`src/rtl/file_reg_alu_pkg.sv`:
```
package file_reg_alu_pkg;
   localparam int ST_W    = 3;
   localparam int FLAG_C  = 0;
   localparam int FLAG_DC = 1;
   localparam int FLAG_Z  = 2;

   typedef enum logic [4:0] {
      OP_NONE, OP_MOVWF, OP_CLR, OP_SUB, OP_DEC, OP_IOR, OP_AND, OP_XOR,
      OP_ADD, OP_MOV, OP_COM, OP_INC, OP_DECSZ, OP_ROR, OP_ROL, OP_SWAP,
      OP_INCSZ
   } fra_op_e;
endpackage

```
`src/rtl/file_reg_alu_decode.sv`:
```
module file_reg_alu_decode
   import file_reg_alu_pkg::*;
#(
   parameter int OP_W    = 14,
   parameter int BANK_W  = 6,
   parameter int FADDR_W = 7
) (
   input  logic [OP_W-1:0]           opcode,
   input  logic [BANK_W-1:0]         bank_sel,
   output fra_op_e                   op,
   output logic                      to_file,
   output logic [BANK_W+FADDR_W-1:0] addr
);
   localparam int GRP_LO = FADDR_W + 1;
   localparam int CLS_LO = FADDR_W + 5;

   generate
      if (OP_W != FADDR_W + 7) begin : g_bad_op_w
         $error("OP_W must equal FADDR_W + 7");
      end
   endgenerate

   logic [3:0]           grp;
   logic [OP_W-CLS_LO-1:0] cls;
   logic                 dbit;

   assign grp  = opcode[GRP_LO+3:GRP_LO];
   assign cls  = opcode[OP_W-1:CLS_LO];
   assign dbit = opcode[FADDR_W];
   assign addr = {bank_sel, opcode[FADDR_W-1:0]};

   always_comb begin
      op = OP_NONE;
      if (cls == '0) begin
         case (grp)
            4'h0: op = dbit ? OP_MOVWF : OP_NONE;
            4'h1: op = OP_CLR;
            4'h2: op = OP_SUB;
            4'h3: op = OP_DEC;
            4'h4: op = OP_IOR;
            4'h5: op = OP_AND;
            4'h6: op = OP_XOR;
            4'h7: op = OP_ADD;
            4'h8: op = OP_MOV;
            4'h9: op = OP_COM;
            4'hA: op = OP_INC;
            4'hB: op = OP_DECSZ;
            4'hC: op = OP_ROR;
            4'hD: op = OP_ROL;
            4'hE: op = OP_SWAP;
            default: op = OP_INCSZ;
         endcase
      end
      to_file = (op != OP_NONE) && dbit;
   end
endmodule

```
`src/rtl/file_reg_alu_core.sv`:
```
module file_reg_alu_core
   import file_reg_alu_pkg::*;
#(
   parameter int DATA_W = 8
) (
   input  fra_op_e           op,
   input  logic [DATA_W-1:0] f_val,
   input  logic [DATA_W-1:0] w_val,
   input  logic [ST_W-1:0]   st_in,
   output logic [DATA_W-1:0] result,
   output logic [ST_W-1:0]   st_out,
   output logic              skip
);
   localparam int NIB_W = DATA_W / 2;
   localparam logic [NIB_W:0] NIB_MAX = {1'b0, {NIB_W{1'b1}}};

   generate
      if (DATA_W < 4 || (DATA_W % 2) != 0) begin : g_bad_data_w
         $error("DATA_W must be even and at least 4");
      end
   endgenerate

   logic [DATA_W:0] wide;
   logic            upd_z;

   always_comb begin
      result = f_val;
      st_out = st_in;
      skip   = 1'b0;
      upd_z  = 1'b0;
      wide   = '0;
      case (op)
         OP_MOVWF: result = w_val;
         OP_CLR: begin
            result = '0;
            upd_z  = 1'b1;
         end
         OP_SUB: begin
            wide   = {1'b0, f_val} + {1'b0, ~w_val} + (DATA_W+1)'(1);
            result = wide[DATA_W-1:0];
            st_out[FLAG_C]  = wide[DATA_W];
            st_out[FLAG_DC] = ({1'b0, f_val[NIB_W-1:0]} + {1'b0, ~w_val[NIB_W-1:0]}
                               + (NIB_W+1)'(1)) > NIB_MAX;
            upd_z  = 1'b1;
         end
         OP_ADD: begin
            wide   = {1'b0, f_val} + {1'b0, w_val};
            result = wide[DATA_W-1:0];
            st_out[FLAG_C]  = wide[DATA_W];
            st_out[FLAG_DC] = ({1'b0, f_val[NIB_W-1:0]} + {1'b0, w_val[NIB_W-1:0]}) > NIB_MAX;
            upd_z  = 1'b1;
         end
         OP_DEC: begin result = f_val - DATA_W'(1); upd_z = 1'b1; end
         OP_INC: begin result = f_val + DATA_W'(1); upd_z = 1'b1; end
         OP_IOR: begin result = f_val | w_val; upd_z = 1'b1; end
         OP_AND: begin result = f_val & w_val; upd_z = 1'b1; end
         OP_XOR: begin result = f_val ^ w_val; upd_z = 1'b1; end
         OP_MOV: upd_z = 1'b1;
         OP_COM: begin result = ~f_val; upd_z = 1'b1; end
         OP_DECSZ: begin
            result = f_val - DATA_W'(1);
            skip   = (result == '0);
         end
         OP_INCSZ: begin
            result = f_val + DATA_W'(1);
            skip   = (result == '0);
         end
         OP_ROR: begin
            result = {st_in[FLAG_C], f_val[DATA_W-1:1]};
            st_out[FLAG_C] = f_val[0];
         end
         OP_ROL: begin
            result = {f_val[DATA_W-2:0], st_in[FLAG_C]};
            st_out[FLAG_C] = f_val[DATA_W-1];
         end
         OP_SWAP: result = {f_val[NIB_W-1:0], f_val[DATA_W-1:NIB_W]};
         default: ;
      endcase
      if (upd_z) st_out[FLAG_Z] = (result == '0);
   end

   always_comb begin
      if (op == OP_CLR) begin
         AST_CLR_Z: assert (st_out[FLAG_Z] && st_out[1:0] == st_in[1:0]);
      end
   end
endmodule

```
`src/rtl/file_reg_alu.sv`:
```
module file_reg_alu
   import file_reg_alu_pkg::*;
#(
   parameter int DATA_W  = 8,
   parameter int BANK_W  = 6,
   parameter int FADDR_W = 7,
   parameter int OP_W    = 14,
   parameter bit REG_OUT = 1'b1
) (
   input  logic                      clk,
   input  logic                      rst_n,
   input  logic                      op_valid,
   input  logic [OP_W-1:0]           opcode,
   input  logic [DATA_W-1:0]         w_in,
   input  logic [BANK_W-1:0]         bank_sel,
   input  logic [2:0]                status_in,
   output logic [BANK_W+FADDR_W-1:0] mem_raddr,
   input  logic [DATA_W-1:0]         mem_rdata,
   output logic                      res_valid,
   output logic                      mem_we,
   output logic [BANK_W+FADDR_W-1:0] mem_waddr,
   output logic [DATA_W-1:0]         mem_wdata,
   output logic                      w_we,
   output logic [DATA_W-1:0]         w_new,
   output logic [2:0]                status_out,
   output logic                      skip_req
);
   localparam int ADDR_W = BANK_W + FADDR_W;

   fra_op_e           op;
   logic              to_file;
   logic [ADDR_W-1:0] addr;
   logic [DATA_W-1:0] result;
   logic [ST_W-1:0]   st_nxt;
   logic              skip_nxt;
   logic              wr_file, wr_w;
   logic [DATA_W-1:0] w_nxt;

   file_reg_alu_decode #(.OP_W(OP_W), .BANK_W(BANK_W), .FADDR_W(FADDR_W)) u_dec (
      .opcode(opcode), .bank_sel(bank_sel), .op(op), .to_file(to_file), .addr(addr)
   );

   file_reg_alu_core #(.DATA_W(DATA_W)) u_core (
      .op(op), .f_val(mem_rdata), .w_val(w_in), .st_in(status_in),
      .result(result), .st_out(st_nxt), .skip(skip_nxt)
   );

   assign mem_raddr = addr;
   assign wr_file   = op_valid && (op != OP_NONE) && to_file;
   assign wr_w      = op_valid && (op != OP_NONE) && !to_file;
   assign w_nxt     = wr_w ? result : w_in;

   generate
      if (REG_OUT) begin : g_reg
         always_ff @(posedge clk) begin
            if (!rst_n) begin
               res_valid  <= 1'b0;
               mem_we     <= 1'b0;
               w_we       <= 1'b0;
               skip_req   <= 1'b0;
               mem_waddr  <= '0;
               mem_wdata  <= '0;
               w_new      <= '0;
               status_out <= '0;
            end else begin
               res_valid <= op_valid;
               mem_we    <= wr_file;
               w_we      <= wr_w;
               skip_req  <= op_valid && skip_nxt;
               if (op_valid) begin
                  mem_waddr  <= addr;
                  mem_wdata  <= result;
                  w_new      <= w_nxt;
                  status_out <= st_nxt;
               end
            end
         end

         AST_ONE_DEST: assert property (@(posedge clk) disable iff (!rst_n)
            !(mem_we && w_we));
         AST_IDLE_QUIET: assert property (@(posedge clk) disable iff (!rst_n)
            !res_valid |-> (!mem_we && !w_we && !skip_req));
         AST_SKIP_ZERO: assert property (@(posedge clk) disable iff (!rst_n)
            skip_req |-> (mem_we ? (mem_wdata == '0) : (w_new == '0)));
         AST_SWAP_FLAGS: assert property (@(posedge clk) disable iff (!rst_n)
            (op_valid && op == OP_SWAP) |=> (status_out == $past(status_in)));
         AST_ROT_FLAGS: assert property (@(posedge clk) disable iff (!rst_n)
            (op_valid && (op == OP_ROR || op == OP_ROL))
            |=> (status_out[2:1] == $past(status_in[2:1])));
         AST_IGNORED: assert property (@(posedge clk) disable iff (!rst_n)
            (op_valid && op == OP_NONE)
            |=> (!mem_we && !w_we && !skip_req && status_out == $past(status_in)));
      end else begin : g_comb
         assign res_valid  = op_valid;
         assign mem_we     = wr_file;
         assign w_we       = wr_w;
         assign skip_req   = op_valid && skip_nxt;
         assign mem_waddr  = addr;
         assign mem_wdata  = result;
         assign w_new      = w_nxt;
         assign status_out = st_nxt;
      end
   endgenerate
endmodule

```
`config.mk`:
```
export PLATFORM = sky130hd
export DESIGN_NAME = file_reg_alu
export DESIGN_NICKNAME = d
export VERILOG_FILES = /design/src/rtl/file_reg_alu_pkg.sv /design/src/rtl/file_reg_alu_decode.sv /design/src/rtl/file_reg_alu_core.sv /design/src/rtl/file_reg_alu.sv
export SDC_FILE = /design/constraint.sdc
export NUM_CORES = 1
export LEC_CHECK = 0
export ABC_CLOCK_PERIOD_IN_PS = 7750
export CAP_MARGIN = 15
export CORE_MARGIN = 8
export CORE_UTILIZATION = 40
export CTS_BUF_LIST = sky130_fd_sc_hd__clkbuf_8
export CTS_CLUSTER_SIZE = 40
export DETAILED_ROUTE_END_ITERATION = 7
export GPL_TIMING_DRIVEN = 0
export PLACE_DENSITY = 0.67
export SETUP_SLACK_MARGIN = 0.15
export SYNTH_ARGS = -nofsm -noshare
export SYNTH_HDL_FRONTEND = slang
export SYNTH_HIERARCHICAL = 1
export SYNTH_SLANG_ARGS = --single-unit
```
`constraint.sdc`:
```
create_clock -name clk -period 7.75 [get_ports clk]
set_input_delay 1.1625 -clock clk [delete_from_list [all_inputs] [get_ports clk]]
set_output_delay 1.1625 -clock clk [all_outputs]
set_load 0.1 [all_outputs]
```
==> key figures <==
Global route
  • First-pass GRT wire length: 21.4 mm
  • Largest net degree at the start of global routing: 12
  • Total Routing Usage GR: 20.8%
  • Vias in the first global route: 4,007
  • Grt total ovfl: 0
  • Antenna violations before repair: 0

Layout
  • Post-route insts no fill: 652
  • Inserted Diodes: 0
  • Layout area overhead: 27.4%
  • Filler Cell Count: 896
  • Design area: 0.00474 mm²
  • Share of cells above drive strength 1: 10.2%
  • Net count of the finished layout: 611

Yosys
  • Most frequent cell after synthesis: dfxtp_1
  • Synth async-reset ratio: 0%
  • Post-synth top cells: 36 x dfxtp_1, 29 x nor2b_1, 27 x ha_1, 27 x mux2i_1, 25 x inv_1
  • Dominant synthesized flop cell: dfxtp_1
  • Flops & latches, synth: 36
  • EDFF count, synth: 0
  • Synthesized net count: 526
  • Mapped cell area: 0.00372 mm²
  • Syn avg cell area: between 8 and 9 µm²
  • Unique masters post-synth: between 70 and 80
  • Post-synthesis sequential area ratio: 19.4%
  • Mapped Cells: 455
  • Synth area leaders: dfxtp_1 19%, ha_1 9.1%, mux2i_1 7.3%, nor2b_1 4.9%, buf_4 3.8%
  • Area share of the largest cell type after synthesis: 19.4%
  • Synth Warn #: 6
  • Leading area contributor after synthesis: dfxtp_1

Run status
  • Outcome: finished, final reports clean

CTS
  • CTS resizes: 0
  • CTS sink count: 36
  • Root Buffer: clkbuf_8
  • Worst skew pair latency: 0.29 ns
  • Number of post-CTS setup repair buffers: 0
  • Clk buf depth: 2
  • H-tree levels: 2
  • Post-CTS Hold Buffers: 0
  • Inserted Clock Buffers: 5
  • CTS tree: done
  • Clock transition at the registers of the reported paths: 0.08 ns

Die
  • Die area: 0.0126 mm²
  • Row count: 35
  • Core area: ~0.0091 mm²
  • Die Height: 112 µm
  • I/O pin cnt: 91
  • Die W: 112 µm
  • Initial Util: 40.8%

Hold path
  • Hold path startpoint: mem_wdata[0]
  • Worst Hold Endpoint: mem_wdata[0]
  • Hold path depth: 2
  • Hold Crit Class: reg2reg

Placement
  • RePlAce Congestion: 0.949
  • Placed cell count: 644
  • HPWL after DPL: roughly 10 mm
  • Cell Area, Placed: 0.00464 mm²
  • I/O Buffers: 76

Critical path
  • Crit path arrival time: approximately 5.8 ns
  • Critical R2R Capture: w_new[4]
  • Worst EP required: 7.99 ns
  • R2R depth: 2
  • Crit path max fanout: 10
  • Crit. End Element: flip-flop
  • Critical path class: in2reg
  • Critical Path Start Type: input pin
  • Reg2Reg Launch Point: w_new[4]
  • Worst R2R Setup Slack: 6.92 ns
  • CP startpoint: mem_rdata[3]

Drt
  • DRT Pass-1 Iters: 5
  • Vias per cell: 6.17
  • Detailed Route Iter0 Violations: roughly 270
  • Total number of vias: just over 4,000
  • DRC Markers: 0
  • Routed len/inst: 20.8 µm
  • ANT nets after route: 0
  • Total wire length: 13.5 mm

STA
  • Part of the cycle the worst path needs: a little under three quarters
  • Final Setup Violations: 0
  • FMAX: 0.180 GHz
  • Worst rel slew slack: 26.7%
  • Final period demand of the worst path: 5.55 ns
  • Slew @ Worst Pin: 1.10 ns
  • Slew Viols, Final: 0
  • Unrepaired setup endpoints after global routing: no
  • Skew final: 0 ns
  • Setup TNS: 0 ns
  • Final hold vios: 0

Power
  • Pwr dens: between 100 and 150 mW/mm²
  • Sequential power share: 29.5%
  • Power Internal: 0.377 mW
  • Gate power share: 50.3%
  • LEAKAGE: 1.91 nW
  • Clk pwr share: 20.1%
  • Switching Fraction: 45.9%
  • VDD IR max: 0.000156 V
  • NetSw: 0.320 mW

Flow run
  • Max-cap violations: 0
[critical path, cell delays in order]
cell             delay, ns
clkdlybuf4s50_1       0.53
clkbuf_1              0.37
clkbuf_1              0.39
inv_1                 0.15
ha_1                  0.30
buf_2                 0.19
nor3b_1               0.08
nor3_1                0.46
o221ai_1              0.25
a2111oi_2             0.38
o21ai_1               0.18
or4_1                 0.52
or3_1                 0.34
o41ai_2               0.28
mux2i_1               0.11
nor2b_1               0.10
[metal layers]
layer	vias up	share of wire [%]	track usage [%]
li1	1864	-	-
met1	1903	41	24.6
met2	226	45	35.1
met3	32	11	5.74
met4	0	2.7	7.82
met5	-	0	0
[cells by family (layout without fill, tap and decap cells)]
family | after synthesis | count (layout) | synth area share, %
muxes | 30 | 30 | 8.28
xor gates and xnor gates | 8 | 8 | 1.88
AOI/OAI and AO/OA | 125 | 125 | 25.4
adders and majority gates | 29 | 29 | 10.2
DFF | 36 | 36 | 19.4
buffers and inverters | 76 | 162 | 10.9
and+or+nand+nor | 151 | 151 | 24.0
[how the worst max path moves through the flow]
stage / end / slack, ns / cells after the start
final: status_out[2] / 2.20 / 16
after global routing: status_out[2] / 1.96 / 16
after CTS: status_out[2] / 2.24 / 16
after detailed placement: status_out[2] / 1.88 / 16
after global placement: status_out[2] / 1.87 / 15
after floorplan: status_out[2] / 3.01 / 11
[layout by cell type, fill, tap and decap left out, drive strengths merged, types with 4 or more instances in the layout]
cell,n
a2111oi,9
a221o,4
dfxtp,36
o31ai,5
nor3b,7
clkdlybuf4s50,76
o21ai,12
ha,27
mux2i,27
xnor2,7
nor2,20
o22ai,7
a32oi,8
and2,11
and4b,8
nand2,21
inv,27
o221ai,14
nor4,5
and3,4
clkbuf,24
nor2b,29
a221oi,5
o21bai,5
a22oi,6
nand3,13
buf,33
nor3,15
a21oi,22
[metrics by stage]
| step | utilization (%) | hold slack, ns | worst slack [ns] | power [mW] |
|---|---|---|---|---|
| after floorplan | - | 0.981 | 3.01 | 0.461 |
| after global placement | 50.7 | 0.498 | 1.87 | 0.556 |
| after detailed placement | 51.0 | 0.506 | 1.88 | 0.558 |
| after CTS | 52.0 | 0.528 | 2.24 | 0.699 |
| after global routing | 52.0 | 0.551 | 1.96 | 0.727 |
| final | 52.0 | 0.523 | 2.20 | 0.698 |
[power by group through the flow]
stage                     sequential, mW  combinational (mW)  clock (mW)
after floorplan                    0.308               0.153           0
after global placement             0.209               0.347           0
after detailed placement           0.210               0.348           0
after CTS                          0.206               0.349       0.144
after global routing               0.208               0.370       0.150
final                              0.206               0.351       0.140
[registers in the layout (all words and copies together) (netlist names)]
name / flops
mem_waddr: 13
mem_wdata: 8
w_new: 8
status_out: 3
mem_we: 1
res_valid: 1
skip_req: 1
w_we: 1
[area by class of cell]
type / instances / area [µm²] / area share (%)
Clock inverter: 2 / 11.3 / 0.238
Sequential cell: 36 / 721 / 15.2
Timing Repair Buffer: 78 / 778 / 16.4
Clock buffer: 6 / 82.6 / 1.74
Multi-Input combinational cell: 343 / 2600 / 54.9
Buffer: 50 / 307 / 6.47
Inverter: 26 / 97.6 / 2.06
Tap cell: 111 / 139 / 2.93
Note: power is estimated with default switching activity, not from simulation.
